$ cat config.mk
export PLATFORM = sky130hd
export DESIGN_NAME = cfg_smbus_slave
export DESIGN_NICKNAME = d
export VERILOG_FILES = /design/src/rtl/cfgsm_pkg.sv /design/src/rtl/cfgsm_deglitch.sv /design/src/rtl/cfgsm_proto.sv /design/src/rtl/cfgsm_regbank.sv /design/src/rtl/cfg_smbus_slave.sv
export SDC_FILE = /design/constraint.sdc
export NUM_CORES = 1
export LEC_CHECK = 0
export ABC_CLOCK_PERIOD_IN_PS = 2300
export BUFFER_PORTS_ARGS = -buffer_cell sky130_fd_sc_hd__buf_2
export CORE_MARGIN = 3
export CORE_UTILIZATION = 51
export CTS_BUF_LIST = sky130_fd_sc_hd__clkbuf_16
export DETAILED_ROUTE_END_ITERATION = 16
export PLACE_DENSITY = 0.76
export SLEW_MARGIN = 20
export SYNTH_ARGS = -nofsm -noshare
export SYNTH_HDL_FRONTEND = slang
export SYNTH_SLANG_ARGS = --single-unit
$ cat constraint.sdc
create_clock -name clk -period 2.3 [get_ports clk]
set_input_delay 0.23 -clock clk [delete_from_list [all_inputs] [get_ports clk]]
set_output_delay 0.23 -clock clk [all_outputs]
set_load 0.01 [all_outputs]
$ cat src/rtl/cfgsm_pkg.sv
package cfgsm_pkg;

  localparam int NUM_REGS = 7;

  typedef enum logic [2:0] {
    ST_IDLE,
    ST_ADDR,
    ST_CMD,
    ST_CNT,
    ST_DATA,
    ST_SKIP
  } smb_state_e;

  // bits a host write may change
  function automatic logic [7:0] wr_mask(input int idx);
    case (idx)
      0:       return 8'hA8;
      1:       return 8'h47;
      2:       return 8'h7F;
      3:       return 8'hFF;
      4:       return 8'h3F;
      5:       return 8'h7F;
      default: return 8'h00;
    endcase
  endfunction

  function automatic logic [7:0] rst_val(input int idx);
    case (idx)
      0:       return 8'h08;
      1:       return 8'h47;
      2:       return 8'h7F;
      3:       return 8'hC7;
      4:       return 8'h3F;
      5:       return 8'h00;
      default: return 8'h08;
    endcase
  endfunction

endpackage

$ cat src/rtl/cfgsm_deglitch.sv
module cfgsm_deglitch #(
  parameter int STABLE_CYC = 3
) (
  input  logic clk,
  input  logic rst_n,
  input  logic line_i,
  output logic line_o
);
  localparam int CW = $clog2(STABLE_CYC + 1);

  logic [1:0]    sync_q;
  logic [CW-1:0] cnt_q, cnt_d;
  logic          out_q, out_d;

  always_comb begin
    out_d = out_q;
    cnt_d = '0;
    if (sync_q[1] != out_q) begin
      if (cnt_q == CW'(STABLE_CYC - 1)) out_d = sync_q[1];
      else                              cnt_d = cnt_q + CW'(1);
    end
  end

  always_ff @(posedge clk or negedge rst_n) begin
    if (!rst_n) begin
      sync_q <= 2'b11;
      cnt_q  <= '0;
      out_q  <= 1'b1;
    end else begin
      sync_q <= {sync_q[0], line_i};
      cnt_q  <= cnt_d;
      out_q  <= out_d;
    end
  end

  assign line_o = out_q;
endmodule

$ cat src/rtl/cfgsm_proto.sv
module cfgsm_proto
  import cfgsm_pkg::*;
#(
  parameter logic [6:0] DEV_ADDR  = 7'h69,
  parameter int         MAX_BYTES = 32,
  parameter int         IW        = 6
) (
  input  logic          clk,
  input  logic          rst_n,
  input  logic          scl_f,
  input  logic          sda_f,
  output logic          sda_pull,
  output logic          wr_en,
  output logic [IW-1:0] wr_idx,
  output logic [7:0]    wr_data,
  output smb_state_e    cur_st
);
  smb_state_e    st_q, st_d, nxt_q, nxt_d;
  logic          scl_q, sda_q;
  logic [3:0]    bit_q, bit_d;
  logic [7:0]    sh_q, sh_d;
  logic          ackph_q, ackph_d, pull_q, pull_d, ok_q, ok_d;
  logic [IW-1:0] left_q, left_d, idx_q, idx_d;
  logic          rise, fall, start_ev, stop_ev;
  logic [7:0]    byte_in;

  assign rise     = scl_f & ~scl_q;
  assign fall     = ~scl_f & scl_q;
  assign start_ev = scl_f & scl_q & sda_q & ~sda_f;
  assign stop_ev  = scl_f & scl_q & ~sda_q & sda_f;
  assign byte_in  = {sh_q[6:0], sda_f};

  always_comb begin
    st_d    = st_q;
    nxt_d   = nxt_q;
    bit_d   = bit_q;
    sh_d    = sh_q;
    ackph_d = ackph_q;
    pull_d  = pull_q;
    ok_d    = ok_q;
    left_d  = left_q;
    idx_d   = idx_q;
    wr_en   = 1'b0;
    if (start_ev || stop_ev) begin
      st_d    = start_ev ? ST_ADDR : ST_IDLE;
      bit_d   = '0;
      ackph_d = 1'b0;
      pull_d  = 1'b0;
    end else if (st_q != ST_IDLE && st_q != ST_SKIP) begin
      if (rise && bit_q < 4'd8) begin
        sh_d  = byte_in;
        bit_d = bit_q + 4'd1;
        if (bit_q == 4'd7) begin
          case (st_q)
            ST_ADDR: begin
              ok_d  = (byte_in == {DEV_ADDR, 1'b0});
              nxt_d = ok_d ? ST_CMD : ST_SKIP;
            end
            ST_CMD: begin
              ok_d  = (byte_in == 8'h00);
              nxt_d = ok_d ? ST_CNT : ST_SKIP;
            end
            ST_CNT: begin
              ok_d   = (byte_in != 8'h00) && (byte_in <= 8'(MAX_BYTES));
              nxt_d  = ok_d ? ST_DATA : ST_SKIP;
              left_d = IW'(byte_in);
              idx_d  = '0;
            end
            default: begin
              ok_d  = (left_q != '0);
              nxt_d = ok_d ? ST_DATA : ST_SKIP;
              if (ok_d) begin
                wr_en  = 1'b1;
                left_d = left_q - IW'(1);
                idx_d  = idx_q + IW'(1);
              end
            end
          endcase
        end
      end else if (fall && bit_q == 4'd8) begin
        if (!ackph_q) begin
          ackph_d = 1'b1;
          pull_d  = ok_q;
        end else begin
          ackph_d = 1'b0;
          pull_d  = 1'b0;
          bit_d   = '0;
          st_d    = nxt_q;
        end
      end
    end
  end

  always_ff @(posedge clk or negedge rst_n) begin
    if (!rst_n) begin
      st_q    <= ST_IDLE;
      nxt_q   <= ST_IDLE;
      scl_q   <= 1'b1;
      sda_q   <= 1'b1;
      bit_q   <= '0;
      sh_q    <= '0;
      ackph_q <= 1'b0;
      pull_q  <= 1'b0;
      ok_q    <= 1'b0;
      left_q  <= '0;
      idx_q   <= '0;
    end else begin
      st_q    <= st_d;
      nxt_q   <= nxt_d;
      scl_q   <= scl_f;
      sda_q   <= sda_f;
      bit_q   <= bit_d;
      sh_q    <= sh_d;
      ackph_q <= ackph_d;
      pull_q  <= pull_d;
      ok_q    <= ok_d;
      left_q  <= left_d;
      idx_q   <= idx_d;
    end
  end

  assign sda_pull = pull_q;
  assign wr_idx   = idx_q;
  assign wr_data  = byte_in;
  assign cur_st   = st_q;
endmodule

$ cat src/rtl/cfgsm_regbank.sv
module cfgsm_regbank
  import cfgsm_pkg::*;
#(
  parameter int IW = 6
) (
  input  logic                  clk,
  input  logic                  rst_n,
  input  logic                  wr_en,
  input  logic [IW-1:0]         wr_idx,
  input  logic [7:0]            wr_data,
  input  logic                  mode_strap,
  input  logic                  freq_strap,
  output logic [NUM_REGS*8-1:0] cfg_o
);
  logic       cap_q;
  logic [1:0] strap_q, strap_d;

  assign strap_d = cap_q ? strap_q : {mode_strap, freq_strap};

  always_ff @(posedge clk or negedge rst_n) begin
    if (!rst_n) begin
      cap_q   <= 1'b0;
      strap_q <= 2'b00;
    end else begin
      cap_q   <= 1'b1;
      strap_q <= strap_d;
    end
  end

  for (genvar g = 0; g < NUM_REGS; g++) begin : g_reg
    localparam logic [7:0] MASK = wr_mask(g);
    logic [7:0] q, d;

    always_comb begin
      d = q;
      if (wr_en && wr_idx == IW'(g)) d = (wr_data & MASK) | (q & ~MASK);
    end

    always_ff @(posedge clk or negedge rst_n) begin
      if (!rst_n) q <= rst_val(g);
      else        q <= d;
    end

    if (g == 0) begin : g_strap
      assign cfg_o[8*g +: 8] = {q[7:3], strap_q, q[0]};
    end else begin : g_plain
      assign cfg_o[8*g +: 8] = q;
    end
  end
endmodule

$ cat src/rtl/cfg_smbus_slave.sv
module cfg_smbus_slave
  import cfgsm_pkg::*;
#(
  parameter int         FILT_CYC  = 3,
  parameter logic [6:0] DEV_ADDR  = 7'h69,
  parameter int         MAX_BYTES = 32
) (
  input  logic                  clk,
  input  logic                  rst_n,
  input  logic                  scl_in,
  input  logic                  sda_in,
  output logic                  sda_pull,
  input  logic                  mode_strap,
  input  logic                  freq_strap,
  output logic [NUM_REGS*8-1:0] cfg_bytes
);
  localparam int IW = $clog2(MAX_BYTES + 1);

  logic [1:0]    rs_q;
  logic          rst_sync_n;
  logic [1:0]    line_raw, line_f;
  logic          wr_en;
  logic [IW-1:0] wr_idx;
  logic [7:0]    wr_data;
  smb_state_e    cur_st;

  always_ff @(posedge clk or negedge rst_n) begin
    if (!rst_n) rs_q <= 2'b00;
    else        rs_q <= {rs_q[0], 1'b1};
  end
  assign rst_sync_n = rs_q[1];

  assign line_raw = {sda_in, scl_in};

  for (genvar l = 0; l < 2; l++) begin : g_line
    cfgsm_deglitch #(.STABLE_CYC(FILT_CYC)) u_flt (
      .clk    (clk),
      .rst_n  (rst_sync_n),
      .line_i (line_raw[l]),
      .line_o (line_f[l])
    );
  end

  cfgsm_proto #(.DEV_ADDR(DEV_ADDR), .MAX_BYTES(MAX_BYTES), .IW(IW)) u_proto (
    .clk      (clk),
    .rst_n    (rst_sync_n),
    .scl_f    (line_f[0]),
    .sda_f    (line_f[1]),
    .sda_pull (sda_pull),
    .wr_en    (wr_en),
    .wr_idx   (wr_idx),
    .wr_data  (wr_data),
    .cur_st   (cur_st)
  );

  cfgsm_regbank #(.IW(IW)) u_bank (
    .clk        (clk),
    .rst_n      (rst_sync_n),
    .wr_en      (wr_en),
    .wr_idx     (wr_idx),
    .wr_data    (wr_data),
    .mode_strap (mode_strap),
    .freq_strap (freq_strap),
    .cfg_o      (cfg_bytes)
  );
endmodule

==> flow_summary_export.csv, run 1 <==
group,metric,value,unit
status,status,"complete, no violations",
synth,ys_top_cells_by_area,"dfrtp_1, dfstp_2, mux2_2",
synth,synthArstFlopShare,1.000,
power_and_ir_drop,power.density,823.1,nW/um2
clocking,cts-resized-gates,0,
grt,grt.total_usage,0.1961,
power_and_ir_drop,swShare,0.2659,
routing,drc,0,
final_layout,fillers,565,
synth,ys.flop_type,"dfrtp_1",
floorplanning,die_w,94.29,um
floorplanning,die_area,8890,um2
synth,synth_edf_count,0,
synth,netlist_instances,322,
floorplanning,fp-row-count,31,
power_and_ir_drop,p_comb_frac,0.106,
setup_path,start_kind,"flip-flop",
floorplanning,start_util,0.5366,
placed_design,portBuffers,43,
sta,max_freq,487.7,MHz
setup_path,slowest_delay,0.55,ns
power_and_ir_drop,intPower,2784,uW
grt,antenna_found_initial,0,
synth,ys_ff_latch,84,
power_and_ir_drop,p_sw,1009,uW
placed_design,gp_congestion,0.9251,
routing,firstDrtPassIters,4,
power_and_ir_drop,power.share.clock,0.419,
routing,dr.first_iter.drc_count,163,
power_and_ir_drop,p_leak,0.002214,uW
clocking,postCtsSetupBuffers,0,
final_layout,design_area,4608,um2
sta,finClkSkew,0.006939,ns
routing,wire_per_inst,16.55,um
clocking,cts_tree,"built",
sta,slew_violations,0,
setup_path,path_class,"flip-flop to flip-flop",
final_layout,mostFrequentLayoutCell,"dfrtp_1",
power_and_ir_drop,p_total,3793,uW
floorplanning,pin_count,63,
sta,min_period,2.051,ns
sta,setup_viol,0,
synth,synth_area_leader_cell,"dfrtp_1",
placed_design,placed_area,4248,um2
synth,synth-seq-area-share,0.5386,
clocking,clk_latency,0.34,ns
clocking,ctsHtreeMaxLevel,3,
sta,timing.final.hold_violations,0,
setup_path,slowest_stage,"or4_1",
sta,fin_crit_sh,0.8916,
clocking,cts_hold_buf,3,
final_layout,final_util,0.6220,
final_layout,drive_gt1_frac,0.4259,
job,drv_cap,0,
clocking,cts_sinks,84,
floorplanning,core_area,7408,um2
final_layout,final_cell_mix,"dfrtp_1, mux2_2, buf_2",
setup_path,critical_path_required,2.56,ns
setup_path,endpoint_kind,"flip-flop",
synth,synth.avg_cell_area,12.34,um2
clocking,clk_pin_slew_worst_paths,0.07,ns
grt,grt_first_pass_wirelength,13.34,mm
sta,worst_slew_pin_slew,0.5709,ns
final_layout,area_delta_synth_final,15.93,%
synth,synth_top_area_share,0.3336,
power_and_ir_drop,vdd_drop_max,0.0005295,V
grt,grt_pass1_vias,2713,
clocking,clockBufferDepth,2,
clocking,cts_buffers,9,
final_layout,fin_nets,386,
routing,ant_nets,0,
setup_path,arrival,2.31,ns
routing,vias,2631,
sta,slew_headroom,0.6154,
synth,synth_cell_types,61,
routing,drt_wl_total,7.894,mm
setup_path,cp_cell_sequence,"or4_1 > a21oi_2 > and4_2 > mux2_2",
clocking,root_buffer,"clkbuf_16",
final_layout,diodes,0,
synth,yosysWarnings,0,
sta,setup_tns,0,ns
synth,syn_area,3975,um2
setup_path,worstPathMaxFanout,7,
grt,grt_max_degree,47,
floorplanning,dieHeight,94.29,um
placed_design,hpwlAfterDp,5.443,mm
power_and_ir_drop,p_seq_frac,0.475,
sta,rsz0062_at_grt,"no",
routing,detail_route.vias_per_cell,5.516,
grt,grt.overflow.total,0,
worst_hold_path,min_path_type,"input pin to flip-flop",
## final cells by class
| cell class | count | area (um2) | area share |
|---|---|---|---|
| inverters | 13 | 48.80 | 0.01059 |
| well taps | 99 | 123.9 | 0.02688 |
| repair buffers | 56 | 332.8 | 0.07222 |
| clock inverters | 7 | 105.1 | 0.02281 |
| multi-input cells | 209 | 1628 | 0.3532 |
| flip-flops and latches | 84 | 2145 | 0.4654 |
| clock buffers | 9 | 225.2 | 0.04887 |
## power by group through the flow
stage                     sequential, uW  combinational, uW  clock, uW
after floorplan                     1730                373          0
after global placement              1820                380          0
after detailed placement            1830                395          0
after CTS                           1800                407       1610
after global routing                1830                452       1670
final                               1800                401       1590
## synth_stat cells, types with 3 or more instances
library cell / number
xor2_1: 3
dfstp_2: 31
o211ai_1: 7
buf_4: 23
mux2_2: 49
and2_1: 3
buf_1: 3
nand2_1: 13
ha_1: 7
nand3_1: 6
dfrtp_1: 53
mux2i_1: 5
xnor2_1: 3
nor3b_1: 3
buf_2: 3
nor2_1: 7
or4_1: 3
and3_1: 4
a21oi_1: 8
clkbuf_1: 5
nand4_1: 9
inv_1: 13
nor3_1: 6
o21ai_0: 9
## critical path, delay by kind of cell (launching register included)
family	cells	cell delay, ns
DFF	1	0.42
muxes	1	0.36
and+or+nand+nor	2	0.94
AOI/OAI and AO/OA	1	0.24
## stage by stage
| stage | setup WS [ns] | hold WS, ns | instances |
|---|---|---|---|
| 2_1_floorplan | 0.4066 | -0.06559 | 341 |
| 3_3_place_gp | 0.3172 | 0.01487 | 458 |
| 3_5_place_dp | 0.2844 | 0.02542 | 458 |
| 4_1_cts | 0.2680 | 0.1202 | 477 |
| 5_1_grt | 0.1074 | 0.1308 | 477 |
| 6_report | 0.2494 | 0.1232 | 477 |
## final timing paths
check	start	endpoint	slack, ns	cells past startpoint
max	u_proto.wr_idx[3]$_DFFE_PN0P_	u_bank.g_reg[2].q[5]$_DFFE_PN1P_	0.25	4
min	freq_strap	u_bank.strap_q[0]$_DFFE_PN0N_	0.12	2
max reg2reg	u_proto.wr_idx[3]$_DFFE_PN0P_	u_bank.g_reg[2].q[5]$_DFFE_PN1P_	0.25	4
min reg2reg	rs_q[1]$_DFF_PN0_	u_proto.sh_q[0]$_DFFE_PN0P_	0.33	0
max in group asynchronous	rs_q[1]$_DFF_PN0_	u_proto.scl_q$_DFF_PN1_	1.32	1
min in group asynchronous	rst_n	rs_q[1]$_DFF_PN0_	0.21	2
## layer usage
layer,GRT usage,routed length [um],up-vias
met5,0,0,-
met4,0.08905,168,0
met3,0.03606,377,17
met2,0.3310,3871,88
met1,0.2438,3476,1305
li1,-,-,1221
## logic make-up (layout without fill, tap and decap cells)
| group | Yosys count | in the layout | synth area share |
|---|---|---|---|
| compound gates | 46 | 46 | 0.07869 |
| fa+ha+maj | 7 | 7 | 0.02203 |
| mux | 54 | 54 | 0.1514 |
| simple gates | 75 | 75 | 0.1243 |
| flops | 84 | 84 | 0.5386 |
| other cells | 2 | 21 | 0.001889 |
| xor+xnor | 6 | 6 | 0.01322 |
| buf+inv | 48 | 85 | 0.06988 |
## state kept, by name (all words and copies together) (netlist names)
name                 flops
u_proto.sda_pull         1
g_line.u_flt.line_o      2
u_proto.ok_q             1
g_line.u_flt.cnt_q       4
u_proto.sh_q             7
u_proto.left_q           6
u_proto.bit_q            4
u_proto.scl_q            1
u_bank.g.q              35
u_proto.cur_st           3
u_proto.ackph_q          1
u_bank.strap_q           2
rs_q                     2
u_proto.sda_q            1
u_proto.wr_idx           6
g_line.u_flt.sync_q      4
u_bank.cap_q             1
u_proto.nxt_q            3
Note: power is estimated with default switching activity, not from simulation.
==> run 2, diff against run 1 <==
==> constraint.sdc (replaced) <==
create_clock -name clk -period 2.3 [get_ports clk]
set_input_delay 0.575 -clock clk [delete_from_list [all_inputs] [get_ports clk]]
set_output_delay 0.575 -clock clk [all_outputs]
set_load 0.01 [all_outputs]
==> flow_summary_export.csv, run 2 (synthesis gave the netlist of run 1 again) <==
group,metric,value,unit
routing,detail_route.vias_per_cell,5.555,
floorplanning,dieHeight,94.29,um
floorplanning,die_area,8890,um2
setup_path,cp_cell_sequence,"xor2_1 > o211a_1 > and4_2 > mux2_2",
sta,setup_tns,0,ns
routing,drc,0,
floorplanning,core_area,7408,um2
setup_path,start_kind,"flip-flop",
clocking,clk_pin_slew_worst_paths,0.07,ns
sta,holdWs,0.01102,ns
setup_path,reg2reg_slack,0.25,ns
placed_design,portBuffers,43,
floorplanning,fp-row-count,31,
clocking,cts_tree,"built",
final_layout,top_register,"u_bank.g.q",
final_layout,mostFrequentLayoutCell,"dfrtp_1",
clocking,root_buffer,"clkbuf_16",
setup_path,endpoint_kind,"flip-flop",
setup_path,critical_path_required,2.56,ns
sta,worst_slew_pin_slew,0.5747,ns
placed_design,placed_area,4248,um2
clocking,cts_buffers,9,
setup_path,slowest_stage,"dfrtp_1",
floorplanning,start_util,0.5366,
sta,timing.final.hold_violations,0,
clocking,clockBufferDepth,2,
setup_path,path_class,"flip-flop to flip-flop",
grt,grt_max_degree,47,
power_and_ir_drop,p_leak,0.002202,uW
clocking,postCtsSetupBuffers,0,
sta,min_period,2.048,ns
placed_design,gp_congestion,0.9251,
grt,grt.overflow.total,0,
final_layout,design_area,4578,um2
floorplanning,pin_count,63,
clocking,cts-resized-gates,0,
setup_path,r2r_cells,4,
setup_path,r2r-end,"u_bank.g_reg[2].q[5]$_DFFE_PN1P_",
routing,wire_per_inst,16.52,um
clocking,cts_hold_buf,0,
setup_path,slowest_delay,0.51,ns
final_layout,diodes,0,
power_and_ir_drop,power.density,825.9,nW/um2
clocking,ctsHtreeMaxLevel,3,
worst_hold_path,min_path_type,"input pin to asynchronous set/reset pin",
grt,grt.total_usage,0.1939,
sta,fin_crit_sh,0.8903,
routing,ant_nets,0,
routing,vias,2633,
placed_design,hpwlAfterDp,5.443,mm
sta,max_freq,488.4,MHz
sta,setup_viol,0,
sta,rsz0062_at_grt,"no",
setup_path,worstPathMaxFanout,10,
final_layout,largest_reg_flops,35,
grt,grt_first_pass_wirelength,13.21,mm
sta,finClkSkew,0.008254,ns
status,status,"complete, no violations",
grt,antenna_found_initial,0,
job,drv_cap,0,
sta,slew_violations,0,
power_and_ir_drop,p_total,3781,uW
routing,dr.first_iter.drc_count,171,
clocking,cts_sinks,84,
clocking,clk_latency,0.34,ns
routing,firstDrtPassIters,4,
floorplanning,die_w,94.29,um
grt,grt_pass1_vias,2704,
routing,drt_wl_total,7.830,mm
setup_path,cp-startpoint,"u_proto.cur_st[2]$_DFFE_PN0P_",
final_layout,top_regs,"u_bank.g.q: 35 flops, u_proto.sh_q: 7 flops",
final_layout,drive_gt1_frac,0.4293,
final_layout,area_delta_synth_final,15.17,%
sta,slew_headroom,0.6118,
setup_path,arrival,2.31,ns
setup_path,r2r_start,"u_proto.cur_st[2]$_DFFE_PN0P_",
final_layout,final_cell_mix,"dfrtp_1, mux2_2, buf_2",
final_layout,fin_nets,383,
power_and_ir_drop,vdd_drop_max,0.0005267,V
final_layout,fillers,567,
run 2: cell types whose count changed in the layout (fill, tap and decap cells not counted), sizes merged:
| cell | previous run | this run |
|---|---|---|
| dlygate4sd3 | 3 | 0 |
run 2: final cells by class:
type,instances,area [um2],share of cell area
clock inverter,7,105.1,0.02296
tap,99,123.9,0.02706
clock buffer,9,225.2,0.04919
sequential,84,2145,0.4684
inverter,13,48.80,0.01066
timing repair buffer,53,302.8,0.06614
multi-input combinational,209,1628,0.3556
run 2: through the flow:
step / setup slack [ns] / std cells / utilization
after floorplan: 0.4066 / 341 / -
after global placement: 0.3172 / 458 / 0.5734
after detailed placement: 0.2844 / 458 / 0.5734
after CTS: 0.2680 / 474 / 0.6180
after global routing: 0.1074 / 474 / 0.6180
final: 0.2524 / 474 / 0.6180
run 2: worst max-delay path: cells and delay by family, from the launching register on:
kind | cells | cell delay [ns]
mux | 1 | 0.36
flops | 1 | 0.51
xor+xnor | 1 | 0.34
compound gates | 1 | 0.36
simple gates | 1 | 0.41
run 2: worst max path at each step:
| stage | endpoint |
|---|---|
| 5_1_grt | u_bank.g_reg[4].q[0]$_DFFE_PN1P_ |
| 2_1_floorplan | u_bank.g_reg[2].q[0]$_DFFE_PN1P_ |
| 4_1_cts | u_bank.g_reg[2].q[5]$_DFFE_PN1P_ |
| 3_3_place_gp | u_bank.g_reg[2].q[2]$_DFFE_PN1P_ |
| 6_report | u_bank.g_reg[2].q[5]$_DFFE_PN1P_ |
| 3_5_place_dp | u_bank.g_reg[2].q[5]$_DFFE_PN1P_ |
run 2: report_power, final:
part	total [uW]	internal, uW	leakage [uW]	switching, uW
logic	398	196	0.000993	202
clock network	1590	972	0.000164	616
registers	1800	1610	0.00104	182
run 2: routing by layer:
| layer | GRT usage | share of wire | vias up |
|---|---|---|---|
| li1 | - | - | 1212 |
| met1 | 0.2425 | 0.44 | 1307 |
| met2 | 0.3239 | 0.49 | 92 |
| met3 | 0.03606 | 0.048 | 22 |
| met4 | 0.09146 | 0.027 | 0 |
| met5 | 0 | 0 | - |
